## config.mk

```make
export PLATFORM = sky130hd
export DESIGN_NAME = hb_cmd_port
export DESIGN_NICKNAME = d
export VERILOG_FILES = /design/src/rtl/hb_pkg.sv /design/src/rtl/hb_sync.sv /design/src/rtl/hb_bus_front.sv /design/src/rtl/hb_cmd_engine.sv /design/src/rtl/hb_cmd_port.sv
export SDC_FILE = /design/constraint.sdc
export NUM_CORES = 1
export LEC_CHECK = 0
export CAP_MARGIN = 40
export CORE_MARGIN = 2
export CORE_UTILIZATION = 50
export DETAILED_ROUTE_END_ITERATION = 12
export GPL_TIMING_DRIVEN = 0
export PLACE_DENSITY = 0.8
export SETUP_SLACK_MARGIN = 0.15
export SYNTH_ARGS = -nofsm -noshare
export SYNTH_HDL_FRONTEND = slang
export SYNTH_SLANG_ARGS = --single-unit
```

## constraint.sdc

```tcl
create_clock -name clk -period 2.5 [get_ports clk]
set_clock_uncertainty 0.1 [all_clocks]
set_input_delay 0.25 -clock clk [delete_from_list [all_inputs] [get_ports clk]]
set_output_delay 0.25 -clock clk [all_outputs]
set_load 0.05 [all_outputs]
```

## src/rtl/hb_pkg.sv

```systemverilog
package hb_pkg;
  localparam int OFF_CMD = 0;
  localparam int OFF_ALO = 1;
  localparam int OFF_AHI = 2;
  localparam int OFF_DAT = 3;

  localparam int BIT_BUSY = 0;
  localparam int BIT_RD   = 1;
  localparam int BIT_WR   = 2;
  localparam int BIT_TERM = 3;
  localparam int BIT_SRST = 7;

  localparam logic [3:0] RGN_ROUTE = 4'h1;
  localparam logic [3:0] RGN_PAR   = 4'h2;

  function automatic logic sync_on_write(input logic [3:0] rgn);
    return (rgn == RGN_ROUTE) || (rgn == RGN_PAR);
  endfunction

  function automatic logic sync_on_read(input logic [3:0] rgn);
    return rgn == RGN_PAR;
  endfunction
endpackage

```

## src/rtl/hb_sync.sv

```systemverilog
module hb_sync #(
  parameter int W = 3,
  parameter int STAGES = 2,
  parameter logic [W-1:0] RST_VAL = '1
) (
  input  logic         clk,
  input  logic         rst,
  input  logic [W-1:0] d,
  output logic [W-1:0] q
);
  logic [STAGES-1:0][W-1:0] st;

  if (STAGES == 1) begin : g_one
    always_ff @(posedge clk) begin
      if (rst) st <= RST_VAL;
      else     st <= d;
    end
  end else begin : g_chain
    always_ff @(posedge clk) begin
      if (rst) st <= {STAGES{RST_VAL}};
      else     st <= {st[STAGES-2:0], d};
    end
  end

  assign q = st[STAGES-1];
endmodule

```

## src/rtl/hb_bus_front.sv

```systemverilog
module hb_bus_front #(
  parameter int HAW = 10,
  parameter int DW = 8,
  parameter int SYNC_STAGES = 2
) (
  input  logic           clk,
  input  logic           rst,
  input  logic           mode_moto,
  input  logic           cs_n,
  input  logic           rd_n,
  input  logic           wr_n,
  input  logic           ale,
  input  logic [HAW-1:0] addr,
  input  logic [DW-1:0]  din,
  output logic [HAW-1:0] eff_addr,
  output logic           rd_drive,
  output logic           wr_pulse,
  output logic [HAW-1:0] wr_addr,
  output logic [DW-1:0]  wr_data
);
  logic [HAW-1:0] addr_hold;
  logic [2:0]     pins_s;
  logic           act_raw, act_s, act_d;

  always_ff @(posedge clk) begin
    if (rst)      addr_hold <= '0;
    else if (ale) addr_hold <= addr;
  end

  assign eff_addr = ale ? addr : addr_hold;

  assign rd_drive = !cs_n && !rd_n && (mode_moto ? wr_n : 1'b1);

  assign act_raw = mode_moto ? (!cs_n && !rd_n && !wr_n) : (!cs_n && !wr_n);

  hb_sync #(.W(3), .STAGES(SYNC_STAGES), .RST_VAL(3'b111)) u_sync (
    .clk(clk), .rst(rst), .d({cs_n, rd_n, wr_n}), .q(pins_s)
  );

  assign act_s = mode_moto ? (!pins_s[2] && !pins_s[1] && !pins_s[0])
                           : (!pins_s[2] && !pins_s[0]);

  always_ff @(posedge clk) begin
    if (rst) begin
      act_d   <= 1'b0;
      wr_addr <= '0;
      wr_data <= '0;
    end else begin
      act_d <= act_s;
      if (act_raw) begin
        wr_addr <= eff_addr;
        wr_data <= din;
      end
    end
  end

  assign wr_pulse = act_d && !act_s;


  wr_pulse_single_chk: assert property (@(posedge clk) disable iff (rst)
    wr_pulse |=> !wr_pulse);
endmodule

```

## src/rtl/hb_cmd_engine.sv

```systemverilog
module hb_cmd_engine
  import hb_pkg::*;
#(
  parameter int HAW = 10,
  parameter int DW = 8
) (
  input  logic            clk,
  input  logic            rst,
  input  logic [HAW-1:0]  eff_addr,
  input  logic            wr_pulse,
  input  logic [HAW-1:0]  wr_addr,
  input  logic [DW-1:0]   wr_data,
  output logic            req_valid,
  input  logic            req_ready,
  output logic            req_we,
  output logic            req_sync,
  output logic [2*DW-1:0] req_addr,
  output logic [DW-1:0]   req_wdata,
  input  logic [DW-1:0]   req_rdata,
  output logic [2*DW-1:0] look_addr,
  input  logic [DW-1:0]   look_data,
  output logic            srst,
  output logic [DW-1:0]   rd_data
);
  localparam int IAW = 2 * DW;

  logic [IAW-1:0] areg;
  logic [DW-1:0]  wreg, rbuf;
  logic           busy_q, v_q, we_q, sy_q;
  logic [IAW-1:0] a_q;
  logic [DW-1:0]  d_q;
  logic [3:0]     rgn;
  logic           hit_cmd, term_cmd, start_wr, start_rd;

  assign rgn      = areg[IAW-1 -: 4];
  assign hit_cmd  = wr_pulse && (wr_addr == HAW'(OFF_CMD));
  assign term_cmd = hit_cmd && wr_data[BIT_TERM];
  assign start_wr = hit_cmd && !term_cmd && !v_q && wr_data[BIT_WR];
  assign start_rd = hit_cmd && !term_cmd && !v_q && !wr_data[BIT_WR]
                    && wr_data[BIT_RD] && sync_on_read(rgn);

  always_ff @(posedge clk) begin
    if (rst) begin
      areg <= '0; wreg <= '0; rbuf <= '0;
      busy_q <= 1'b0; v_q <= 1'b0; we_q <= 1'b0; sy_q <= 1'b0;
      a_q <= '0; d_q <= '0; srst <= 1'b0;
    end else begin
      if (v_q && req_ready) begin
        v_q    <= 1'b0;
        busy_q <= 1'b0;
        if (sy_q && !we_q) rbuf <= req_rdata;
      end
      if (wr_pulse) begin
        if (wr_addr == HAW'(OFF_ALO)) areg[DW-1:0]   <= wr_data;
        if (wr_addr == HAW'(OFF_AHI)) areg[IAW-1:DW] <= wr_data;
        if (wr_addr == HAW'(OFF_DAT)) wreg           <= wr_data;
        if (hit_cmd) srst <= wr_data[BIT_SRST];
      end
      if (term_cmd) begin
        busy_q <= 1'b0;
        if (sy_q) v_q <= 1'b0;
      end
      if (start_wr) begin
        v_q <= 1'b1; we_q <= 1'b1; sy_q <= sync_on_write(rgn);
        busy_q <= sync_on_write(rgn);
        a_q <= areg; d_q <= wreg;
      end else if (start_rd) begin
        v_q <= 1'b1; we_q <= 1'b0; sy_q <= 1'b1; busy_q <= 1'b1;
        a_q <= areg; d_q <= '0;
      end
    end
  end

  assign req_valid = v_q;
  assign req_we    = we_q;
  assign req_sync  = sy_q;
  assign req_addr  = a_q;
  assign req_wdata = d_q;
  assign look_addr = areg;

  always_comb begin
    rd_data = '0;
    if (eff_addr == HAW'(OFF_CMD)) begin
      rd_data[BIT_SRST] = srst;
      rd_data[BIT_BUSY] = busy_q;
    end else if (eff_addr == HAW'(OFF_ALO)) rd_data = areg[DW-1:0];
    else if (eff_addr == HAW'(OFF_AHI))   rd_data = areg[IAW-1:DW];
    else if (eff_addr == HAW'(OFF_DAT))   rd_data = sync_on_read(rgn) ? rbuf : look_data;
  end


  busy_has_req_chk: assert property (@(posedge clk) disable iff (rst)
    busy_q |-> (req_valid && req_sync));

  ack_release_chk: assert property (@(posedge clk) disable iff (rst)
    (req_valid && req_ready) |=> !req_valid);

  req_hold_chk: assert property (@(posedge clk) disable iff (rst)
    (req_valid && !req_ready && !term_cmd) |=>
      (req_valid && $stable(req_addr) && $stable(req_we) && $stable(req_sync) && $stable(req_wdata)));

  term_clear_chk: assert property (@(posedge clk) disable iff (rst)
    term_cmd |=> !busy_q);
endmodule

```

## src/rtl/hb_cmd_port.sv

```systemverilog
module hb_cmd_port #(
  parameter int HAW = 10,
  parameter int DW = 8,
  parameter int SYNC_STAGES = 2
) (
  input  logic            clk,
  input  logic            rst,
  input  logic            mode_moto,
  input  logic            cs_n,
  input  logic            rd_n,
  input  logic            wr_n,
  input  logic            ale,
  input  logic [HAW-1:0]  addr,
  input  logic [DW-1:0]   din,
  output logic [DW-1:0]   dout,
  output logic            data_oe,
  output logic            req_valid,
  input  logic            req_ready,
  output logic            req_we,
  output logic            req_sync,
  output logic [2*DW-1:0] req_addr,
  output logic [DW-1:0]   req_wdata,
  input  logic [DW-1:0]   req_rdata,
  output logic [2*DW-1:0] look_addr,
  input  logic [DW-1:0]   look_data,
  output logic            cfg_rst
);
  logic [HAW-1:0] eff_addr, wr_addr;
  logic [DW-1:0]  wr_data;
  logic           wr_pulse, srst;

  hb_bus_front #(.HAW(HAW), .DW(DW), .SYNC_STAGES(SYNC_STAGES)) u_front (
    .clk(clk), .rst(rst), .mode_moto(mode_moto), .cs_n(cs_n), .rd_n(rd_n),
    .wr_n(wr_n), .ale(ale), .addr(addr), .din(din), .eff_addr(eff_addr),
    .rd_drive(data_oe), .wr_pulse(wr_pulse), .wr_addr(wr_addr), .wr_data(wr_data)
  );

  hb_cmd_engine #(.HAW(HAW), .DW(DW)) u_eng (
    .clk(clk), .rst(rst), .eff_addr(eff_addr), .wr_pulse(wr_pulse),
    .wr_addr(wr_addr), .wr_data(wr_data), .req_valid(req_valid),
    .req_ready(req_ready), .req_we(req_we), .req_sync(req_sync),
    .req_addr(req_addr), .req_wdata(req_wdata), .req_rdata(req_rdata),
    .look_addr(look_addr), .look_data(look_data), .srst(srst), .rd_data(dout)
  );

  assign cfg_rst = rst || srst;


  oe_needs_cs_chk: assert property (@(posedge clk) disable iff (rst)
    data_oe |-> !cs_n);

  srst_cfg_chk: assert property (@(posedge clk) disable iff (rst)
    srst |-> cfg_rst);
endmodule

```

==> impl_metrics.ini, run 1 <==
[route]
viasPerCell = 5.69
firstDrtPassIters = 4
routed_wirelength_microns = 11500
remaining_drc_errors = 0
ant_nets = 0
vias = 3777
drtIter0Drc = 221
route.detailed.wl_per_inst_microns = 17.3

[synth]
syn_area_per_cell_sq_um = 9.39
async_flop_share_pct = 0
yosysWarnings = 0
syn_inst = 445
synth_nets = 487
synthDistinctLibCells = 47
seq_area_frac_synth_pct = 46.0
ys_ff_latch = 96
synth-edff-count = 0
synthFlopType = dfxtp_1
synth_area_sq_mm = 0.00418

[critical_path]
cp-end-kind = output pin
cp_max_fo = 2
arrival_ns = 2.27
cp-start-kind = flip-flop
required_ns = 2.15
worstSetupPathType = reg -> out

[power]
irDropWorstVdd_v = 0.000405
total_leakage_power_nw = 1.94
power_switching_mw = 0.738
pwr-share-comb_pct = 9.5
p_per_area_mw_per_mm2 = 533
p_int_mw = 2.26
seqPwrFrac_pct = 52.8
switching_share_pct = 24.6
power.clock.fraction_pct = 37.6

[floorplan]
dieArea_sq_mm = 0.00911
die_h_microns = 95.4
initial_utilization_pct = 51.1
io_pins = 95
coreArea_sq_mm = 0.00818
die_w_microns = 95.4
rows = 33

[global_route]
grt_max_degree = 17
gr-total-overflow = 0
first_global_vias = 3760
grt_pass1_wl_microns = 18500
grt_util_all_layers_pct = 26.7
antenna_found_initial = 0

[final_layout]
layout-drive-gt1-share_pct = 15.4
postLayoutCoreUtil_pct = 68.7
areaGrowthSynthToFinish_pct = 34.4
fin_cells = 664
antenna_cells = 0
fin_nets = 596

[placed_design]
gp_congestion = 0.848
port_buffers = 93
place.detailed.hpwl_microns = 8530
place_ws_ns = -0.763
dp.cells = 643

[timing]
hold_violations = 0
rsz0062_at_grt = yes
setup_violations = 6
fmax_mhz = 381
fin_ws_ns = -0.125
relSlewSlack_pct = 57.5
worst_pin_slew_ns = 0.636
period_needed_ns = 2.62
min_period_over_period_pct = 105
maxSlewViolCount = 0
whs_ns = 0.317

[outcome]
violations = setup timing
outcome = complete, but fails checks

[clock_network]
cts_buffer_depth = 2
cts_tree = yes
cts-root-buf = clkbuf_8
cts.sinks = 96
cts_made_buffers = 9
clock_latency_ns = 0.37
htreeDepth = 3
clk_pin_slew_worst_paths_ns = 0.09

[flow_run]
maxCapViolations = 0

[hold_path]
hp-class = reg -> reg
-- final timing paths --
check	start	to	slack (ns)	depth (start not counted)
setup / recovery	u_eng.look_addr[15]	dout[7]	-0.12	6
hold / removal	u_front.u_sync.st[2]	u_front.u_sync.q[2]	0.32	1
setup reg to reg	u_eng.look_addr[13]	u_eng.req_wdata[3]	0.30	9
hold reg to reg	u_front.u_sync.st[2]	u_front.u_sync.q[2]	0.32	1
-- synth_stat cells, types with 2 or more instances --
master    count  share of area [%]
and2_1        2               0.30
nor2_1       29                2.6
nor4_1        2               0.30
or2b_1       14                2.5
nand4_4       2                1.0
inv_1         4               0.36
nor4b_2       2               0.72
buf_6         4                1.1
buf_2         4               0.48
nand2_1      43                3.9
o31ai_1      16                2.9
nand2b_1     20                3.0
o21ai_0      12                1.4
dfxtp_1      96                 46
clkbuf_1     19                1.7
and4_2        2               0.48
a211o_1       7                1.5
nand3_1      18                2.2
mux2i_1      39                9.3
mux2_2        3               0.81
a211oi_1     11                2.0
nor3_2        2               0.48
or2_2         8                1.2
mux4_2        2                1.1
buf_4         2               0.36
nand4_1       9                1.3
a21oi_1      50                6.0
nor2b_1       4               0.60
-- through the flow --
step | total power [mW] | TNS [ns] | cell area (sq um)
floorplan | 1.77 | 0 | 4220
global placement | 1.89 | -5.75 | 5280
detailed placement | 1.89 | -5.99 | 5280
CTS | 3.01 | -0.184 | 5610
global route | 3.10 | -0.862 | 5620
finish | 2.99 | -0.402 | 5620
-- kinds of logic (layout without fill, tap and decap cells) --
logic type      count (synthesis)  after routing  synth area share [%]
mux                            45             45                  11.5
simple gates                  165            165                  22.9
flops                          96             96                  46.0
xor+xnor                        1              1                 0.210
compound gates                103            103                  15.3
buf+inv                        35            149                  4.19
-- power groups by stage --
| stage | clock network [mW] | logic (mW) | registers (mW) |
|---|---|---|---|
| 2_1_floorplan | 0 | 0.157 | 1.61 |
| 3_3_place_gp | 0 | 0.267 | 1.62 |
| 3_5_place_dp | 0 | 0.274 | 1.62 |
| 4_1_cts | 1.14 | 0.283 | 1.58 |
| 5_1_grt | 1.20 | 0.310 | 1.59 |
| 6_report | 1.13 | 0.285 | 1.58 |
-- routing by layer --
layer / GRT usage, % / wire length, microns
met1: 33.1 / 4810
met2: 45.7 / 5760
met3: 4.82 / 661
met4: 11.4 / 258
met5: 0 / 0
-- layout make-up --
class                           instances  area, sq um
Buffer                                 31          161
Clock buffer                           10          128
Clock inverter                          6         92.6
Fill cell                             626         2560
Inverter                                4         15.0
Multi-Input combinational cell        314         2170
Sequential cell                        96         1930
Tap cell                              105          131
Timing Repair Buffer                   98          987
-- worst max-delay path, stage by stage (launching register included) --
cell and delay, ns:
dfxtp_4 0.37, nor4b_4 0.33, buf_6 0.15, mux2_4 0.30
mux4_2 0.46, nor2b_4 0.15, buf_6 0.15
-- registers in the layout, indices dropped and copies added (netlist names) --
register	count
u_eng.busy_q	1
u_eng.look_addr	16
u_eng.rbuf	8
u_eng.req_addr	16
u_eng.req_sync	1
u_eng.req_valid	1
u_eng.req_wdata	8
u_eng.req_we	1
u_eng.srst	1
u_eng.wreg	8
u_front.act_d	1
u_front.addr_hold	10
u_front.u_sync.q	3
u_front.u_sync.st	3
u_front.wr_addr	10
u_front.wr_data	8
-- cell usage in the layout (no fill, tap or decap), drive strengths merged, types with 2 or more instances in the layout --
master and n:
or2b 14, o31ai 16, or2 8, clkbuf 30
o21ai 12, nor2b 4, nand3 19, a211o 7
mux2i 39, clkdlybuf4s50 83, inv 5, nand2 43
nor4 3, a21oi 51, buf 24, a211oi 12
bufinv 2, nor3 4, mux2 4, nand4 11
nand2b 20, nor2 29, clkinv 2, mux4 2
and4 2, and2 2, dfxtp 96, nor4b 2
-- what timing repair did --
| action | CTS | global route |
|---|---|---|
| pin swaps | 2 | 10 |
| hold buffers | 0 | 0 |
| endpoints found under the setup margin | 9 | 10 |
| resized for setup | 72 | 5 |
| setup buffers | 5 | 0 |
Power figures use the tool's default switching activity.
==> run 2: changes to the inputs <==
--- a/config.mk
+++ b/config.mk
@@ -6,7 +6,7 @@
 export NUM_CORES = 1
 export LEC_CHECK = 0
 export CAP_MARGIN = 40
-export CORE_MARGIN = 2
+export CORE_MARGIN = 3
 export CORE_UTILIZATION = 50
 export DETAILED_ROUTE_END_ITERATION = 12
 export GPL_TIMING_DRIVEN = 0
==> run 2 against run 1 <==
The flow still finishes with violations (setup timing). Utilization is 1.2 points higher. Critical path depth unchanged. Sequential power barely moved. Global-route usage is 3.1 points lower. Sequential cell count unchanged. Clock-buffer cell count rose by 2. Final cell count decreased by 1.1%. Combinational power about the same. Sequential share of layout area rose by 0.41 points. Critical path type unchanged.
==> impl_metrics.ini, run 2 (synthesis gave the netlist of run 1 again) <==
[outcome]
outcome = complete, but fails checks
violations = setup timing

[power]
total_leakage_power_nw = 1.91
p_int_mw = 2.09
p_per_area_mw_per_mm2 = 495
pwr-share-comb_pct = 10.4
switching_share_pct = 24.0
power.clock.fraction_pct = 31.9
seqPwrFrac_pct = 57.7
power_switching_mw = 0.657
irDropWorstVdd_v = 0.000343
total_power_mw = 2.74

[global_route]
first_global_vias = 3664
gr-total-overflow = 0
antenna_found_initial = 1
grt_pass1_wl_microns = 18100
grt_max_degree = 14
grt_util_all_layers_pct = 23.7

[critical_path]
cp_max_fo = 2
required_ns = 2.15
cp-start-kind = flip-flop
cp-end-kind = output pin
r2r-start = u_eng.look_addr[13]
worstSetupPathType = reg -> out
startpoint = u_eng.look_addr[12]
arrival_ns = 2.22

[floorplan]
coreArea_sq_mm = 0.00793
die_h_microns = 97.4
rows = 32
die_w_microns = 97.4
initial_utilization_pct = 52.7
dieArea_sq_mm = 0.00949
io_pins = 95

[route]
route.detailed.wl_per_inst_microns = 17.1
vias = 3681
ant_nets = 0
viasPerCell = 5.60
drtIter0Drc = 227
firstDrtPassIters = 4
remaining_drc_errors = 0
routed_wirelength_microns = 11200

[clock_network]
cts-root-buf = clkbuf_8
cts_tree = yes
cts.sinks = 96
clock_latency_ns = 0.35
htreeDepth = 3
hold_buffers = 0
cts_buffer_depth = 2
cts_made_buffers = 9
clk_pin_slew_worst_paths_ns = 0.08

[hold_path]
min_from = u_front.u_sync.st[0]
hp-class = reg -> reg

[placed_design]
gp_congestion = 0.819
place_ws_ns = -0.723
port_buffers = 93
place.detailed.hpwl_microns = 8590
dp.cells = 640

[timing]
fmax_mhz = 390
maxSlewViolCount = 0
setup_violations = 2
fin_ws_ns = -0.0658
whs_ns = 0.319
rsz0062_at_grt = yes
relSlewSlack_pct = 56.6
min_period_over_period_pct = 103
worst_pin_slew_ns = 0.650
period_needed_ns = 2.57
hold_violations = 0
fin_tns_setup_ns = -0.0964

[final_layout]
nFillCells = 609
multi_input_area_sq_mm = 0.00216
layout-drive-gt1-share_pct = 15.0
final_cell_mix = 92 x dfxtp_1, 83 x clkdlybuf4s50_1, 44 x a21oi_1
areaGrowthSynthToFinish_pct = 32.6
fin_nets = 595
antenna_cells = 0
fin_cells = 657
layout_commonest_cell = dfxtp_1
seqCellArea_sq_mm = 0.00193

[flow_run]
maxCapViolations = 0
==> run 2: cell count changes in the layout (fill, tap and decap cells not counted), sizes merged <==
cell / previous run / this run
bufinv: 2 / 0
clkbuf: 30 / 32
buf: 24 / 23
clkinv: 2 / 1
clkinvlp: 1 / 0
inv: 5 / 4
==> run 2: stage by stage <==
step,utilization (%),instance area (sq um)
4_1_cts,69.5,5510
3_5_place_dp,66.6,5280
6_report,69.9,5540
3_3_place_gp,66.6,5280
2_1_floorplan,-,4220
5_1_grt,69.9,5540
==> run 2: metal layers <==
layer  track usage [%]  up-vias  wire [microns]
met5                 0        -              14
met4              8.20        2             139
met3              5.38       16             753
met2              41.6      118            5730
met1              28.3     1748            4570
li1                  -     1797               -
==> run 2: area by class of cell <==
| cell class | instances | area share, % |
|---|---|---|
| Multi-Input combinational cell | 314 | 39.1 |
| Sequential cell | 96 | 34.8 |
| Timing Repair Buffer | 97 | 17.7 |
| Buffer | 31 | 2.93 |
| Clock buffer | 12 | 2.80 |
| Tap cell | 102 | 2.30 |
| Inverter | 4 | 0.271 |
| Clock inverter | 1 | 0.0903 |
==> run 2: worst paths after layout <==
check | to | slack [ns] | cells past startpoint
min | u_front.u_sync.q[0] | 0.32 | 1
max reg2reg | u_eng.req_wdata[2] | 0.41 | 9
min reg2reg | u_front.u_sync.q[0] | 0.32 | 1
max | dout[7] | -0.07 | 6
==> run 2: repair_timing <==
item / in CTS / in global routing
pin swaps: 8 / 9
buffers inserted: 3 / 1
setup endpoints to repair: 9 / 10
resized for setup: 68 / 10
==> run 2: critical path: stages, from the launching register on <==
cell     delay, ns
dfxtp_4       0.36
nor4b_4       0.31
buf_6         0.14
mux2_4        0.29
mux4_2        0.45
nor2b_4       0.15
buf_8         0.15
==> run 2: power groups by stage <==
stage               clock (mW)  combinational, mW  sequential (mW)
finish                   0.874              0.285             1.58
floorplan                    0              0.157             1.61
global route             0.960              0.309             1.59
CTS                      0.890              0.280             1.58
detailed placement           0              0.273             1.62
global placement             0              0.267             1.62
